[src/rtl/flash_stat_pkg.sv]
package flash_stat_pkg;

   typedef enum logic [2:0] {
      OP_IDLE   = 3'd0,
      OP_PROG   = 3'd1,
      OP_ERASE  = 3'd2,
      OP_SUSP   = 3'd3,
      OP_RESUME = 3'd4,
      OP_CLEAR  = 3'd5,
      OP_BAD6   = 3'd6,
      OP_BAD7   = 3'd7
   } op_e;

   typedef enum logic [1:0] {
      MODE_READY = 2'd0,
      MODE_BUSY  = 2'd1,
      MODE_HALT  = 2'd2
   } mode_e;

   localparam int unsigned SB_READY = 7;
   localparam int unsigned SB_ESUS  = 6;
   localparam int unsigned SB_EERR  = 5;
   localparam int unsigned SB_PERR  = 4;
   localparam int unsigned SB_VLOW  = 3;
   localparam int unsigned SB_PSUS  = 2;
   localparam int unsigned SB_LOCK  = 1;
   localparam int unsigned SB_RSVD  = 0;

   localparam int unsigned STICKY_N = 4;

   typedef struct packed {
      logic set_eerr;
      logic set_perr;
      logic set_vlow;
      logic set_lock;
      logic clr_err;
   } evt_t;

endpackage

[src/rtl/flash_step_timer.sv]
module flash_step_timer #(
   parameter int unsigned STEP_CYCLES = 4,
   parameter int unsigned PULSE_MAX   = 8
) (
   input  logic clk,
   input  logic rst_n,
   input  logic load_first,
   input  logic load_next,
   input  logic tick,
   output logic last_cycle,
   output logic last_pulse
);

   localparam int unsigned CNT_W = $clog2(STEP_CYCLES + 1);
   localparam int unsigned PLS_W = $clog2(PULSE_MAX + 1);

   generate
      if (STEP_CYCLES < 1) begin : g_bad_step
         $error("flash_step_timer: STEP_CYCLES must be at least 1");
      end
      if (PULSE_MAX < 1) begin : g_bad_pulse
         $error("flash_step_timer: PULSE_MAX must be at least 1");
      end
   endgenerate

   logic [CNT_W-1:0] cnt_q;

   always_ff @(posedge clk or negedge rst_n) begin
      if (!rst_n) begin
         cnt_q <= '0;
      end else if (load_first || load_next) begin
         cnt_q <= CNT_W'(STEP_CYCLES);
      end else if (tick) begin
         cnt_q <= cnt_q - 1'b1;
      end
   end

   assign last_cycle = (cnt_q == CNT_W'(1));

   generate
      if (PULSE_MAX == 1) begin : g_single_pulse
         assign last_pulse = 1'b1;
      end else begin : g_multi_pulse
         logic [PLS_W-1:0] pls_q;
         always_ff @(posedge clk or negedge rst_n) begin
            if (!rst_n) begin
               pls_q <= '0;
            end else if (load_first) begin
               pls_q <= PLS_W'(1);
            end else if (load_next) begin
               pls_q <= pls_q + 1'b1;
            end
         end
         assign last_pulse = (pls_q == PLS_W'(PULSE_MAX));
      end
   endgenerate

endmodule

[src/rtl/flash_op_sequencer.sv]
module flash_op_sequencer
   import flash_stat_pkg::*;
(
   input  logic  clk,
   input  logic  rst_n,
   input  op_e   op_i,
   input  logic  lock_hit,
   input  logic  supply_ok,
   input  logic  verify_pass,
   input  logic  last_cycle,
   input  logic  last_pulse,
   output logic  load_first,
   output logic  load_next,
   output logic  tick,
   output mode_e mode_o,
   output logic  erase_o,
   output evt_t  evt_o,
   output logic  abort_o
);

   mode_e mode_q, mode_d;
   logic  erase_q, erase_d;
   logic  abort_q, abort_d;

   always_comb begin
      mode_d     = mode_q;
      erase_d    = erase_q;
      abort_d    = 1'b0;
      evt_o      = '0;
      load_first = 1'b0;
      load_next  = 1'b0;
      tick       = 1'b0;
      case (mode_q)
         MODE_BUSY: begin
            if (op_i == OP_SUSP) begin
               mode_d = MODE_HALT;
            end else if (!last_cycle) begin
               tick = 1'b1;
            end else if (!supply_ok) begin
               evt_o.set_vlow = 1'b1;
               abort_d        = 1'b1;
               mode_d         = MODE_READY;
            end else if (verify_pass) begin
               mode_d = MODE_READY;
            end else if (!erase_q) begin
               evt_o.set_perr = 1'b1;
               mode_d         = MODE_READY;
            end else if (last_pulse) begin
               evt_o.set_eerr = 1'b1;
               mode_d         = MODE_READY;
            end else begin
               load_next = 1'b1;
            end
         end
         default: begin
            case (op_i)
               OP_PROG, OP_ERASE: begin
                  if (mode_q == MODE_HALT) begin
                     evt_o.set_perr = 1'b1;
                     evt_o.set_eerr = 1'b1;
                  end else if (lock_hit) begin
                     evt_o.set_lock = 1'b1;
                     abort_d        = 1'b1;
                  end else if (!supply_ok) begin
                     evt_o.set_vlow = 1'b1;
                     abort_d        = 1'b1;
                  end else begin
                     load_first = 1'b1;
                     mode_d     = MODE_BUSY;
                     erase_d    = (op_i == OP_ERASE);
                  end
               end
               OP_RESUME: begin
                  if (mode_q == MODE_HALT) begin
                     mode_d = MODE_BUSY;
                  end
               end
               OP_CLEAR: begin
                  evt_o.clr_err = 1'b1;
               end
               OP_BAD6, OP_BAD7: begin
                  evt_o.set_perr = 1'b1;
                  evt_o.set_eerr = 1'b1;
               end
               default: begin
               end
            endcase
         end
      endcase
   end

   always_ff @(posedge clk or negedge rst_n) begin
      if (!rst_n) begin
         mode_q  <= MODE_READY;
         erase_q <= 1'b0;
         abort_q <= 1'b0;
      end else begin
         mode_q  <= mode_d;
         erase_q <= erase_d;
         abort_q <= abort_d;
      end
   end

   assign mode_o  = mode_q;
   assign erase_o = erase_q;
   assign abort_o = abort_q;

endmodule

[src/rtl/flash_status_bits.sv]
module flash_status_bits
   import flash_stat_pkg::*;
(
   input  logic       clk,
   input  logic       rst_n,
   input  evt_t       evt,
   input  mode_e      mode,
   input  logic       is_erase,
   output logic [7:0] status
);

   logic [STICKY_N-1:0] sticky_q;
   logic [STICKY_N-1:0] set_vec;

   // sticky order: 0 lock, 1 supply low, 2 program fail, 3 erase fail
   assign set_vec = {evt.set_eerr, evt.set_perr, evt.set_vlow, evt.set_lock};

   always_ff @(posedge clk or negedge rst_n) begin
      if (!rst_n) begin
         sticky_q <= '0;
      end else begin
         for (int i = 0; i < int'(STICKY_N); i++) begin
            if (set_vec[i]) begin
               sticky_q[i] <= 1'b1;
            end else if (evt.clr_err) begin
               sticky_q[i] <= 1'b0;
            end
         end
      end
   end

   always_comb begin
      status          = '0;
      status[SB_READY] = (mode != MODE_BUSY);
      status[SB_ESUS]  = (mode == MODE_HALT) && is_erase;
      status[SB_PSUS]  = (mode == MODE_HALT) && !is_erase;
      status[SB_LOCK]  = sticky_q[0];
      status[SB_VLOW]  = sticky_q[1];
      status[SB_PERR]  = sticky_q[2];
      status[SB_EERR]  = sticky_q[3];
      status[SB_RSVD]  = 1'b0;
   end

endmodule

[src/rtl/flash_status_tracker.sv]
module flash_status_tracker
   import flash_stat_pkg::*;
#(
   parameter int unsigned NUM_BLOCKS  = 16,
   parameter int unsigned STEP_CYCLES = 4,
   parameter int unsigned PULSE_MAX   = 8,
   localparam int unsigned BLK_W      = (NUM_BLOCKS > 1) ? $clog2(NUM_BLOCKS) : 1
) (
   input  logic                  clk,
   input  logic                  rst_n,
   input  logic [2:0]            req_op,
   input  logic [BLK_W-1:0]      req_block,
   input  logic [NUM_BLOCKS-1:0] lock_bits,
   input  logic                  supply_ok,
   input  logic                  verify_pass,
   output logic [7:0]            status,
   output logic                  ready,
   output logic                  op_abort
);

   generate
      if (NUM_BLOCKS < 1) begin : g_bad_blocks
         $error("flash_status_tracker: NUM_BLOCKS must be at least 1");
      end
   endgenerate

   logic  lock_hit;
   logic  load_first, load_next, tick;
   logic  last_cycle, last_pulse;
   mode_e mode;
   logic  is_erase;
   evt_t  evt;

   // out-of-range block index is treated as locked
   generate
      if (NUM_BLOCKS == 1) begin : g_lock_one
         assign lock_hit = lock_bits[0] | req_block[0];
      end else if ((1 << BLK_W) == NUM_BLOCKS) begin : g_lock_pow2
         assign lock_hit = lock_bits[req_block];
      end else begin : g_lock_range
         assign lock_hit = (int'(req_block) >= int'(NUM_BLOCKS)) ? 1'b1 : lock_bits[req_block];
      end
   endgenerate

   flash_step_timer #(
      .STEP_CYCLES (STEP_CYCLES),
      .PULSE_MAX   (PULSE_MAX)
   ) u_timer (
      .clk        (clk),
      .rst_n      (rst_n),
      .load_first (load_first),
      .load_next  (load_next),
      .tick       (tick),
      .last_cycle (last_cycle),
      .last_pulse (last_pulse)
   );

   flash_op_sequencer u_seq (
      .clk         (clk),
      .rst_n       (rst_n),
      .op_i        (op_e'(req_op)),
      .lock_hit    (lock_hit),
      .supply_ok   (supply_ok),
      .verify_pass (verify_pass),
      .last_cycle  (last_cycle),
      .last_pulse  (last_pulse),
      .load_first  (load_first),
      .load_next   (load_next),
      .tick        (tick),
      .mode_o      (mode),
      .erase_o     (is_erase),
      .evt_o       (evt),
      .abort_o     (op_abort)
   );

   flash_status_bits u_bits (
      .clk      (clk),
      .rst_n    (rst_n),
      .evt      (evt),
      .mode     (mode),
      .is_erase (is_erase),
      .status   (status)
   );

   assign ready = status[SB_READY];

endmodule

[config.mk]
export PLATFORM = sky130hd
export DESIGN_NAME = flash_status_tracker
export DESIGN_NICKNAME = d
export VERILOG_FILES = /design/src/rtl/flash_stat_pkg.sv /design/src/rtl/flash_step_timer.sv /design/src/rtl/flash_op_sequencer.sv /design/src/rtl/flash_status_bits.sv /design/src/rtl/flash_status_tracker.sv
export SDC_FILE = /design/constraint.sdc
export NUM_CORES = 1
export LEC_CHECK = 0
export BUFFER_PORTS_ARGS = -buffer_cell sky130_fd_sc_hd__buf_2
export CORE_ASPECT_RATIO = 2
export CORE_MARGIN = 1.5
export CORE_UTILIZATION = 37
export DETAILED_ROUTE_END_ITERATION = 8
export PLACE_DENSITY = 0.69
export SLEW_MARGIN = 5
export SYNTH_ARGS = -nofsm -noshare
export SYNTH_HDL_FRONTEND = slang
export SYNTH_HIERARCHICAL = 1
export SYNTH_SLANG_ARGS = --single-unit
[constraint.sdc]
create_clock -name clk -period 3.1 [get_ports clk]
set_input_delay 0.62 -clock clk [delete_from_list [all_inputs] [get_ports clk]]
set_output_delay 0.62 -clock clk [all_outputs]
set_load 0.02 [all_outputs]
Word level (Yosys, flattened, before mapping)
Cells that the tools add are included.
{"block": "totals", "ff_bits": 15, "word_cells": 109}
{"block": "op_classes", "addsub": 2, "n_lt_le_gt_ge": 1, "eq_ne": 18, "n_mux": 61, "bitwise_logic": 3, "reduce_logical": 15}
{"operator": "$mux 1", "count": 34}
{"operator": "$mux 2", "count": 17}
{"operator": "$mux 3", "count": 5}
{"operator": "$eq 3x3->1 const B", "count": 4}
{"operator": "$reduce_bool 2->1", "count": 6}
{"operator": "$mux 4", "count": 2}
{"operator": "$pmux 2 s2", "count": 2}
{"operator": "$reduce_and 7->1", "count": 1}
{"operator": "$eq 3x1->1 const B", "count": 2}
{"operator": "$eq 3x2->1 const B", "count": 2}
{"operator": "$ne 3x1->1 const B", "count": 2}
{"operator": "$ne 3x2->1 const B", "count": 2}
{"operator": "$ne 6x6->1 const B", "count": 1}
{"operator": "$lt 4x5->1 const B", "count": 1}
{"operator": "$reduce_and 5->1", "count": 1}
{"operator": "$add 4x1->4 const B", "count": 1}
{"operator": "$bmux 1 s4", "count": 1}
{"operator": "$eq 4x4->1 const B", "count": 1}
{"operator": "$reduce_or 2->1", "count": 2}
{"operator": "$ne 3x3->1 const B", "count": 1}
{"operator": "$not 1->1", "count": 3}
{"operator": "$reduce_bool 3->1", "count": 1}
{"operator": "$sub 3x1->3 const B", "count": 1}
{"operator": "$eq 2x1->1 const B", "count": 1}
{"operator": "5 further kinds", "count": 6}

Depth between registers and ports, before layout
Gate-level depths: netlist of run 1.
{"block": "depth", "word_depth": 10, "ltp_mapped": 9}

Hierarchy
Netlist of run 1, hierarchy kept.
{"module": "flash_op_sequencer", "n_inst": 1, "cells_per_inst": 51, "area_each_um2": 479.2, "seq_area_each_um2": 100.1}
{"module": "flash_step_timer", "n_inst": 1, "cells_per_inst": 38, "area_each_um2": 415.4, "seq_area_each_um2": 175.2}
{"module": "flash_status_bits", "n_inst": 1, "cells_per_inst": 14, "area_each_um2": 167.7, "seq_area_each_um2": 100.1}
{"module": "flash_status_tracker", "n_inst": 1, "cells_per_inst": 8, "area_each_um2": 142.6, "seq_area_each_um2": 0.0}

Worst setup path before layout of run 1
OpenSTA, ideal clock, no wires.
{"block": "synth_timing", "path_type": "input port to flip-flop", "start": "input req_block[0]", "end": "register u_timer.g_multi_pulse.pls_q[3]", "setup_ps": 125, "arrival_ps": 2099, "t_required_ps": 2975, "slack_ps": 876, "cell_stages": 7, "cell_sequence": "mux4_1 > mux2i_1 > mux2i_1 > inv_1 > and3_1 > nor2_1 > mux2_4"}
{"block": "synth_between", "elab_chain_cells": 7}
{"element": "start: declaration", "line_no": "flash_status_tracker.sv:12", "rtl": "input logic [BLK_W-1:0] req_block,"}
{"element": "$bmux 1 s4 *", "line_no": "flash_status_tracker.sv:39", "rtl": "assign lock_hit = lock_bits[req_block];"}
{"element": "$mux 1 (implied by the code) *", "line_no": "flash_status_tracker.sv:39"}
{"element": "net lock_hit", "line_no": "flash_status_tracker.sv:27", "rtl": "logic lock_hit;"}
{"element": "$mux 1 *", "line_no": "flash_op_sequencer.sv:61", "rtl": "end else if (lock_hit) begin"}
{"element": "$mux 1 *", "line_no": "flash_op_sequencer.sv:58", "rtl": "if (mode_q == MODE_HALT) begin"}
{"element": "$mux 1 *", "line_no": "flash_op_sequencer.sv:56", "rtl": "case (op_i)"}
{"element": "$mux 1 *", "line_no": "flash_op_sequencer.sv:33", "rtl": "case (mode_q)"}
{"element": "net load_first", "line_no": "flash_status_tracker.sv:28", "rtl": "logic load_first, load_next, tick;"}
{"element": "$mux 4 / $reduce_bool 2->1 (equally long branches)"}
{"element": "end signal: assignment", "line_no": "flash_step_timer.sv:51", "rtl": "pls_q <= pls_q + 1'b1;"}
{"element": "end: declaration", "line_no": "flash_step_timer.sv:44", "rtl": "logic [PLS_W-1:0] pls_q;"}
The timed path passes the listed nets; every way through them passes the cells marked *. The select of a mux whose other input is x is not followed.
A chain may end at the register's enable or synchronous reset.

Worst setup path in the final report of run 1
Ends and elaborated chain as after synthesis.

==> summary by stage, run 1 <==
Outcome
The flow ran to the end, and the final reports show no timing, DRC or antenna violations.

Clock tree
Post-CTS repair changed the size of 0 cells. In this run the number of H-tree levels came out at 1. The number of clock buffers added by TritonCTS is 3. The longest clock path from root to sink contains 2 buffers. Clock latency on the worst-skew pair, taken at its later pin, is around 0.25 ns. The clock sink count is 15. In this run, post-CTS hold repair placed 0 buffers. TritonCTS built the clock tree. The number of buffers added for setup after CTS is 0. The root buffer selected by CTS is clkbuf_8.

Clock-pin slew was measured on the worst setup and hold paths at ~0.060 ns.

Die
The I/O pin total is 37. The floorplan step defined a die boundary enclosing approximately 0.0036 mm². The vertical die dimension is about 84 µm. The width of the die is 43.35 µm.

The initial utilization of the core area, before any placement, comes to 0.3861. The placeable core area is approximately 0.0031 mm². The initialized floorplan defines 29 standard-cell rows.

Synthesis
Counting flops with an async set or reset pin after synthesis yields a share of 1.000. The mean instance size in the synthesized netlist is between 10 and 15 µm². Counting flops with a built-in enable in the synthesized netlist gives 0.

The commonest register cell after synthesis is dfrtp_1. Counting every net in the synthesized netlist gives 145. Yosys attributes the largest share of cell area to dfrtp_1, mux4_1, ha_1. The post-synthesis instance total is around 110.

The number of distinct library cells after synthesis is 40. The count of synthesis-stage warnings from yosys is 6. The post-synthesis instance area is around 0.0012 mm². The share of synthesized area occupied by flip-flops and latches is 0.3115. The share of synthesized area in the top cell type comes to 0.3115. The most area-hungry cell type in the Yosys netlist is dfrtp_1.

After synthesis the netlist holds a flip-flop and latch count of 15.

Setup path
In this run the worst path has a maximum fanout of 8. The data required time of the critical path is approximately 3.2 ns. The endpoint arrival time on the critical path is 2.42 ns. The slowest stage of the critical path belongs to the cell mux4_1. The kind of start point of the critical path is a primary input. The number of buffers and inverters on the critical path is 2. The worst reg2reg path endpoint is u_timer/g_multi_pulse.pls_q[3].

The number of cells on the worst reg-to-reg path is 8. The category of the worst setup path capture point is a register. The family of cells with the greatest summed delay on the critical path is multiplexers. The most numerous cell type found on the critical path is mux2i_1.

The highest cell delay on the worst timing path is between 0.5 and 0.6 ns. The register-to-register path setup slack is around 0.92 ns. The critical path is of the primary input to register type. Traced cell by cell, the critical path runs through buf_2 > mux4_1 > mux2i_1 > mux2i_1 > inv_1 > and3_1 > nor2_1 > mux2_4. The reg-to-reg startpoint is u_timer/g_multi_pulse.pls_q[0].

GRT
The total routing usage reported by global routing is 0.1575. The initial antenna violation count is 0. The number of global-route vias before repair came to 1,030. The global-route wire length before repair is 4326 µm.

The largest net degree at the start of global routing is 16. The total grt overflow is 0.

Finish
The fraction of layout instances using a drive strength above 1 is 0.3333. Fill cells in the final layout number ~310. For this run, the share of the core covered by cells in the final layout is 0.4535. For this run, the post-layout net count is approximately 180. The repair_antennas step left the layout with diodes totalling 0. The area overhead of the layout relative to synthesis is 17.45%.

Timing
The clock tree skew after final layout is 0.001708 ns. The final period demand of the worst path is between 2 and 2.5 ns. Setup repair after global routing left no endpoint under its margin. The smallest setup slack after layout is 0.8206 ns. The number of hold-slack violations in the final timing report came to 0. Setup violations remaining at the end of the flow were counted as 0. Static timing analysis puts the maximum clock frequency at between 400 and 500 MHz.

Dividing the final minimum period by the clock period gives 0.7353. The number of pins exceeding their max-slew limit in the final report came to 0. Setup total negative slack on the finished layout was measured at 0 ns. Hold timing on the final database bottoms out at a slack of around 0.27 ns.

Detailed routing
The number of iterations in the first detailed-routing pass is 3. Dividing the detail-routed via count by the number of cells gives 5.371. The number of antenna-violating nets in the routed design is 0. After detailed routing, the number of remaining DRC violations is 0. The routed wire length per instance is 13.87 µm. The total vias in the final route is between 900 and 1,000. After the first detailed-routing iteration, the DRC count stood at 11. Wires add up to around 2400 µm.

Hold path
The worst hold path belongs to the class primary input to async pin.

Pwr
Power spread over the standard cell area amounts to approximately 700 mW/mm². The total design power is between 0.9 and 1 mW. Summed over all cells, the static leakage comes to 0.7083 nW. The worst IR drop on VDD is between 0.2 and 0.25 mV.

Job
The max-cap check violation count is 0.

Placed design
Routability-driven placement finished with a final weighted congestion of about 0.82. The number of input and output port buffers inserted is 35. The final HPWL from detailed placement is 2041 µm. The worst slack at placement is between 0.5 and 0.6 ns.
registers in the layout, indices dropped and copies added (netlist names):
signal                       cells
u_seq/abort_o                    1
u_seq/mode_o                     2
u_timer/g_multi_pulse.pls_q      4
u_bits/sticky_q                  4
u_seq/erase_o                    1
u_timer/cnt_q                    3
logic make-up after synthesis:
| family | synth area share |
|---|---|
| simple gates | 0.2264 |
| compound gates | 0.1350 |
| buf+inv | 0.07268 |
| flops | 0.3115 |
| mux | 0.1412 |
| fa+ha+maj | 0.07269 |
| xor+xnor | 0.03739 |
| other cells | 0.003112 |
worst max path at each step:
stage,from,endpoint,depth (start not counted)
2_1_floorplan,req_block[0],u_timer/g_multi_pulse.pls_q[3],7
3_3_place_gp,req_block[0],u_timer/g_multi_pulse.pls_q[3],8
3_5_place_dp,req_block[0],u_timer/g_multi_pulse.pls_q[3],8
4_1_cts,req_block[0],u_timer/g_multi_pulse.pls_q[3],8
5_1_grt,req_block[0],u_timer/g_multi_pulse.pls_q[3],8
6_report,req_block[0],u_timer/g_multi_pulse.pls_q[3],8
placed cells by master, fill, tap and decap left out, types with 2 or more instances in the layout:
master / instances
nor2_1: 8
and3_1: 4
clkbuf_8: 3
nand2_1: 3
a21o_1: 4
xnor2_1: 2
mux4_1: 4
a21oi_1: 6
ha_1: 7
dfrtp_1: 15
nor4bb_1: 3
buf_2: 35
nand2b_1: 3
mux2i_1: 5
nor2b_1: 5
o21bai_1: 2
nand3b_1: 3
and2_1: 2
inv_1: 9
final cells by class:
type,count,area [µm²],share of cell area
inverters,10,37.54,0.02653
flip-flops and latches,15,375.4,0.2653
repair buffers,35,175.2,0.1238
well taps,31,38.79,0.02741
multi-input cells,80,742.0,0.5243
clock buffers,3,41.29,0.02918
clock inverters,1,5.005,0.003537
cells in the mapped netlist (3+ instances only):
cell type	n
a21o_1	4
nand3b_1	3
nand2_1	3
nor4bb_1	3
dfrtp_1	15
a21oi_1	6
buf_4	3
and3_1	4
nand2b_1	3
inv_1	9
nor2b_1	5
mux4_1	4
ha_1	7
mux2i_1	5
nor2_1	8
report_power, final:
group / switching [mW] / total, mW / leakage, nW / internal, mW
sequential: 0.0612 / 0.329 / 0.183 / 0.268
clock: 0.0722 / 0.161 / 0.0255 / 0.0891
combinational: 0.269 / 0.496 / 0.500 / 0.227
layer usage:
metal	share of wire	track usage
met1	0.34	0.1403
met4	0.030	0.09642
met2	0.57	0.2999
met5	0	0
met3	0.059	0.02597
stage by stage:
stage,cells,cell area (µm²)
2_1_floorplan,111,1205
3_3_place_gp,171,1369
3_5_place_dp,171,1369
4_1_cts,175,1415
5_1_grt,175,1415
6_report,175,1415
Power figures use the tool's default switching activity.
==> inputs of run 2 (changes only) <==
- clock period: 3.1 -> 2.32 ns (I/O delays scaled with it)
==> run 2 against run 1 <==
  * Clock power grew 32%
  * Routed wire length grew 1.9%
  * Total power grew 34%
  * Critical path depth is the same
  * Register-to-register slack lost 0.72 ns
  * Largest power group unchanged
  * Clock skew is essentially flat
  * Via count grew 1.3%
  * Die area is the same
  * Final cell count grew 1.1%
  * Largest cell class unchanged
==> summary by stage, run 2 (synthesis gave the netlist of run 1 again) <==
Clock tree
The number of buffers inserted for hold repair after clock tree synthesis came to 0 (unchanged). The root buffer selected by CTS is clkbuf_8. The total CTS buffers is 3 (unchanged). The clock sink count is 15 (unchanged). The number of buffers between clock root and the deepest sink is 2 (unchanged). TritonCTS built the clock tree. The H-tree depth is 1 (unchanged). The number of buffers added for setup after CTS came to 0 (unchanged). The clock latency on the worst-skew pair came to 0.25 ns (about the same). The number of resized instances in the post-cts repair step was 0 (unchanged).

The clock-pin slew reported for the worst setup and hold paths after clock tree synthesis is 0.06 ns (about the same).

Finish
The layout filler cell count is 313 (+0.64%). The final non-filler cell area is 0.001430 mm² (+1.1%). The number of standard cells in the final layout excluding fillers is 177 (+1.1%). Leaving out fill and tap cells, the most frequent cell in the layout is buf_2. The fraction of layout instances using a drive strength above 1 is 0.3425 (+0.009132). The antenna diode count is 0 (unchanged). In the final layout, the registers with the most flip-flops are u_bits/sticky_q (4), u_timer/g_multi_pulse.pls_q (4), u_timer/cnt_q (3). Compared with the post-synthesis result, the final layout area differs by 18.69%. The final standard cell utilization of the core is 0.4583 (+0.004812). The number of nets in the layout is 181 (+1.1%). Leaving out fill and tap cells, the most frequent cells in the layout are buf_2, dfrtp_1, inv_1, nor2_1, ha_1.

Setup path
In this run the critical register-to-register path is captured at u_timer/g_multi_pulse.pls_q[3]. The category of the worst setup path capture point is a register. In this run the critical register-to-register path is launched from u_timer/g_multi_pulse.pls_q[0]. The register-to-register path setup slack is 0.20 ns (-0.72 ns). The kind of start point of the critical path is a register. The data required time of the critical path was 2.45 ns (-0.79 ns). The endpoint arrival time on the critical path is 2.25 ns (-0.17 ns). The worst setup path is of the register to register kind. The number of cells traversed by the worst register-to-register path is 8 (unchanged). The maximum fanout encountered on the critical timing path came to 4 (-4).

Die
The width of the die is 43.35 µm (unchanged). The vertical die dimension is 83.70 µm (unchanged). The number of rows created at floorplan was 29 (unchanged). The initial cell density of the core came to 0.3861 (unchanged). The die outline area is 0.003628 mm² (unchanged). The placeable core area is 0.003120 mm² (unchanged). The I/O pin total is 37 (unchanged).

Outcome
The run finished with clean final reports.

Placed design
The placed instance area is 0.001384 mm² (+1.1%). The number of input and output port buffers inserted is 35 (unchanged). The weighted congestion at the end of routability-driven global placement is 0.8143 (-0.17%).

The placed instance count was 173 (+1.2%). The final HPWL from detailed placement is 2069 µm (+1.4%).

Timing
The number of pins exceeding their max-slew limit in the final report is 0 (unchanged). The number of hold-slack violations in the final timing report was 0 (unchanged). The fmax is approximately 470 MHz. The clock tree skew after final layout is 0.001392 ns (-0.0003162 ns). For the finished layout, the period the worst path requires is around 2.1 ns. Setup repair after global routing left no endpoint under its margin.

The share of the clock period used by the worst path after layout is 0.9123. The number of failing setup endpoints in the final timing report is 0 (unchanged). The total negative slack for setup checks is 0 ns (unchanged).

GRT
The total routing usage reported by global routing is 0.1574 (-0.0001578). The initial antenna violation count was 0 (unchanged). The global-route wire length before repair is 4457 µm (+3.0%). The number of global-route vias before repair is 1,076 (+4.5%).

The largest net degree at the start of global routing came to 16 (unchanged). The total grt overflow is 0 (unchanged).

Pwr
The worst IR drop on VDD is 0.2830 mV (+25%). The total design power is 1.321 mW (+34%). The power per standard cell area is 923.9 mW/mm² (+32%). The leakage power total is 0.7192 nW (+1.5%).

Detailed routing
The via count normalized by instance count is 5.379 (+0.13%). The number of iterations in the first detailed-routing pass is 3 (unchanged). The total detailed-routing wirelength is 2472 µm (+1.9%).

The number of design-rule violations left by the first detailed-router iteration was 10 (-1). The final routed DRC violation total is 0 (unchanged). The total vias in the final route was 952 (+1.3%). The number of antenna-violating nets in the routed design is 0 (unchanged).

The routed wire length per instance is 13.97 µm (+0.70%).

Hold path
The worst hold path class is primary input to async pin.

Job
The max-cap check violation count came to 0 (unchanged).
-- run 2: changes by cell type in the layout (fill, tap and decap cells not counted) --
cell	before	now
buf_4	0	2
-- run 2: final cells by class --
| class | count | area (µm²) | share of cell area |
|---|---|---|---|
| Multi-Input combinational cell | 80 | 742.0 | 0.5188 |
| Tap cell | 31 | 38.79 | 0.02712 |
| Clock buffer | 3 | 41.29 | 0.02887 |
| Inverter | 10 | 37.54 | 0.02625 |
| Sequential cell | 15 | 375.4 | 0.2625 |
| Clock inverter | 1 | 5.005 | 0.003500 |
| Timing Repair Buffer | 37 | 190.2 | 0.1330 |
-- run 2: where the power goes --
part | total, mW | internal, mW | switching (mW)
clock network | 0.213 | 0.119 | 0.0941
registers | 0.439 | 0.358 | 0.0804
logic | 0.670 | 0.306 | 0.364
total | 1.32 | 0.783 | 0.538
-- run 2: how the worst max path moves through the flow --
stage	to	start	slack (ns)
6_report	u_timer/g_multi_pulse.pls_q[3]	u_timer/g_multi_pulse.pls_q[0]	0.20
5_1_grt	u_timer/g_multi_pulse.pls_q[3]	u_timer/g_multi_pulse.pls_q[0]	0.1
4_1_cts	u_timer/g_multi_pulse.pls_q[3]	u_timer/g_multi_pulse.pls_q[0]	0.20
3_5_place_dp	u_seq/mode_o[1]	req_block[0]	-0.0008
3_3_place_gp	u_seq/mode_o[1]	req_block[0]	0.08
2_1_floorplan	u_timer/g_multi_pulse.pls_q[3]	req_block[0]	0.25
-- run 2: worst max-delay path, cell delays in order, from the launching register on --
cell	delay, ns
dfrtp_1	0.45
inv_1	0.07
ha_1	0.19
nand2_1	0.07
nor2_1	0.05
nor4bb_1	0.41
and2_1	0.32
nand4_4	0.12
mux2_4	0.31
-- run 2: metrics by stage --
step                setup WS (ns)  hold WS, ns
floorplan                  0.2518       0.1684
global placement          0.08487       0.3853
detailed placement     -0.0008431       0.3946
CTS                        0.2016       0.1306
global route              0.09513       0.1379
finish                     0.2035       0.1170
-- run 2: layer usage --
metal,up-vias,track usage,wire length (µm)
met1,451,0.1521,848
li1,466,-,-
met3,5,0.01515,126
met5,-,0,0
met2,30,0.3080,1449
met4,0,0.06887,46
==> inputs of run 3 (changes only) <==
- SETUP_SLACK_MARGIN: not set -> 0.1
- SYNTH_HIERARCHICAL: 1 -> not set
==> run 3 against run 2 <==
  * Combinational power grew 4.9%
  * Fmax is 6.5% higher
  * Via count increased by 14%
==> summary by stage, run 3 <==
Pwr
The leakage power total is 0.6390 nW (-11%). The power per standard cell area is 999.4 mW/mm² (+8.2%). The worst IR drop on VDD came to 0.6272 mV (+120%).

Timing
The final period demand of the worst path was 1.988 ns (-0.1286 ns). The share of the clock period used by the worst path after layout is 0.8569 (-0.05542). The number of hold-slack violations in the final timing report is 0 (unchanged). The clock tree skew after final layout is 0.004348 ns (+0.002956 ns). The number of pins exceeding their max-slew limit in the final report was 0 (unchanged). The number of failing setup endpoints in the final timing report came to 0 (unchanged). The fmax is 503.0 MHz (+6.5%). The total negative slack for setup checks is 0 ns (unchanged). Setup repair after global routing left no endpoint under its margin.

Finish
The antenna diode count was 0 (unchanged). In the layout the commonest cells are buf_2, dfrtp_1, inv_1, nor2_1. In the final layout, the registers with the most flip-flops are u_bits.sticky_q (4), u_timer.g_multi_pulse.pls_q (4), u_timer.cnt_q (3). From synthesis to final layout, the design area changed by 20.02%. Leaving out fill and tap cells, the most frequent cell in the layout is buf_2. The fraction of layout instances using a drive strength above 1 came to 0.2767 (-0.06574). The final standard cell utilization of the core is 0.4639 (+0.005561).

The number of nets in the layout is 193 (+6.6%).

Synthesis
For this run, the leading register cell type out of synthesis is dfrtp_1. The share of synthesized area occupied by flip-flops and latches is 0.3300 (+0.01851). The number of synthesized flops with an enable pin was 0 (unchanged). The most area-hungry cell type in the Yosys netlist is dfrtp_1. By count the netlist is led by dfrtp_1, inv_1, nor2_1.

The basic-gate share of the synthesized area counting and, or, nand and nor cells was 0.2101 (-0.01625). The most frequently used cell type in the post-synthesis netlist is dfrtp_1. The post-synthesis instance area is 0.001137 mm² (-5.6%). The complex-gate fraction of the synthesized area is 0.1738 (+0.03882). The post-synthesis instance total is 126 (+14%).

The xor-xnor portion of the synthesized cell area is 0.04620 (+0.008821). The post-synthesis async set-or-reset flop share is 1.000 (unchanged). The count of synthesis-stage warnings from yosys was 0 (-6).

The net count after synthesis is 159 (+9.7%). The number of distinct library cells after synthesis is 40 (unchanged). The mux cell area share after synthesis was 0.09901 (-0.04222). By area the synthesized netlist is led by dfrtp_1, ha_1, mux2i_1. The share of the synthesized area in the top cell type is 0.3300 (+0.01851). The flop and latch count out of synthesis was 15 (unchanged). The share of synthesized cell area in full adder, half adder and majority cells is 0.06601 (-0.006683). The main combinational cell family by area after synthesis is simple AND/OR/NAND/NOR gates. The mean instance size in the synthesized netlist is 9.027 µm² (-17%).

Die
The die outline area was 0.003436 mm² (-5.3%). The I/O pin total was 37 (unchanged). The placeable core area was 0.002943 mm² (-5.7%). The number of rows created at floorplan came to 28 (-3.4%). The vertical die dimension was 81.41 µm (-2.7%).

The width of the die is 42.21 µm (-2.6%). The initial cell density of the core is 0.3865 (about the same).

GRT
The total grt overflow is 0 (unchanged). The number of global-route vias before repair is 1,057 (-1.8%). The largest net degree at the start of global routing came to 16 (unchanged). The initial antenna violation count is 0 (unchanged).

The global-route wire length before repair came to 4547 µm (+2.0%). The total routing usage reported by global routing came to 0.1761 (+0.01871).

Clock tree
The clock sink count was 15 (unchanged). The total CTS buffers is 3 (unchanged). The clock latency on the worst-skew pair is 0.25 ns (about the same). The clock-pin slew reported for the worst setup and hold paths after clock tree synthesis is 0.06 ns (about the same). The clock tree from TritonCTS is done. The number of buffers inserted for hold repair after clock tree synthesis is 0 (unchanged). The H-tree depth is 1 (unchanged). The number of buffers between clock root and the deepest sink is 2 (unchanged). In this run the clock root is driven by a clkbuf_8.

Detailed routing
The number of design-rule violations left by the first detailed-router iteration is 23 (+13). The final routed DRC violation total is 0 (unchanged). The total detailed-routing wirelength is 2795 µm (+13%). The number of antenna-violating nets in the routed design is 0 (unchanged). The number of iterations in the first detailed-routing pass came to 4 (+1). The via count normalized by instance count is 5.730 (+6.5%). The routed wire length per instance is 14.79 µm (+5.9%). The total vias in the final route is 1,083 (+14%).

Hold path
The worst hold path class is primary input to async pin.

Setup path
The endpoint arrival time on the critical path is 2.12 ns (-0.13 ns). STA classifies the critical path endpoint as a register. The worst setup path is of the register to register kind. The maximum fanout encountered on the critical timing path is 9 (+5). The kind of start point of the critical path is a register. The data required time of the critical path came to 2.45 ns (about the same).

Outcome
The run finished with clean final reports.

Placed design
The weighted congestion at the end of routability-driven global placement came to 0.8061 (-1.0%). The number of input and output port buffers inserted was 35 (unchanged). The final HPWL from detailed placement was 2280 µm (+10%).

Job
The max-cap check violation count is 0 (unchanged).
==> run 3: cell count changes after synthesis, moves of 3 or more <==
cell	delta
nand3_1	+7
nor3_1	+6
buf_2	+5
and3_1	-4
xnor2_1	+4
a21o_1	-3
nand2_1	+3
nor2b_1	-3
nor4bb_1	-3
o21ai_0	+3
==> run 3: area by class of cell <==
cell class              count  area [µm²]
multi-input cells          93       683.2
fillers                   302        1578
flip-flops and latches     15       375.4
well taps                  30       37.54
repair buffers             36       182.7
inverters                  11       41.29
clock buffers               4       45.04
==> run 3: logic make-up after synthesis <==
group	after synthesis
AOI/OAI and AO/OA	27
adders and majority gates	6
muxes	8
other	1
xor gates and xnor gates	6
DFF	15
buffers and inverters	18
and+or+nand+nor	45
==> run 3: per-stage QoR <==
step	cell area, µm²	setup WS (ns)	power, mW	hold WS (ns)	instances
after floorplan	1137	0.3990	0.9654	0.1684	126
after global placement	1318	0.2913	1.134	0.3841	185
after detailed placement	1318	0.1993	1.156	0.3906	185
after CTS	1363	0.2354	1.374	0.1218	189
after global routing	1365	0.1835	1.476	0.1328	189
final	1365	0.3320	1.364	0.1072	189
==> run 3: per-layer routing <==
metal,GRT usage,part of all wire
met1,0.1727,0.38
met2,0.3415,0.55
met3,0.02444,0.052
met4,0.09375,0.021
met5,0,0
==> run 3: critical path, stage by stage, from the launching register on <==
cell,delay (ns)
dfrtp_1,0.39
inv_1,0.08
ha_2,0.26
inv_1,0.12
or3b_1,0.46
nor2_2,0.28
mux2i_1,0.22
a21oi_1,0.05
==> run 3: final timing paths <==
check / start / end / depth (start not counted) / slack [ns]
setup reg to reg: u_seq.mode_o[1] / u_timer.g_multi_pulse.pls_q[1] / 7 / 0.33
setup / recovery: u_seq.mode_o[1] / u_timer.g_multi_pulse.pls_q[1] / 7 / 0.33
min in group clk: supply_ok / u_seq.abort_o / 2 / 0.49
hold / removal: rst_n / u_timer.cnt_q[2] / 1 / 0.11
max in group asynchronous: rst_n / u_seq.erase_o / 1 / 1.95
hold reg to reg: u_bits.sticky_q[0] / u_bits.sticky_q[0] / 1 / 0.50
==> run 3: where the power goes <==
part	total [mW]	switching, mW	internal [mW]
registers	0.447	0.0753	0.372
logic	0.703	0.407	0.296
clock network	0.214	0.0925	0.122
total	1.36	0.575	0.789
==> run 3: timing repair <==
item | in CTS | in global routing
endpoints found under the setup margin | 0 | 2
setup buffers | 0 | 0
gates resized for setup | 0 | 1
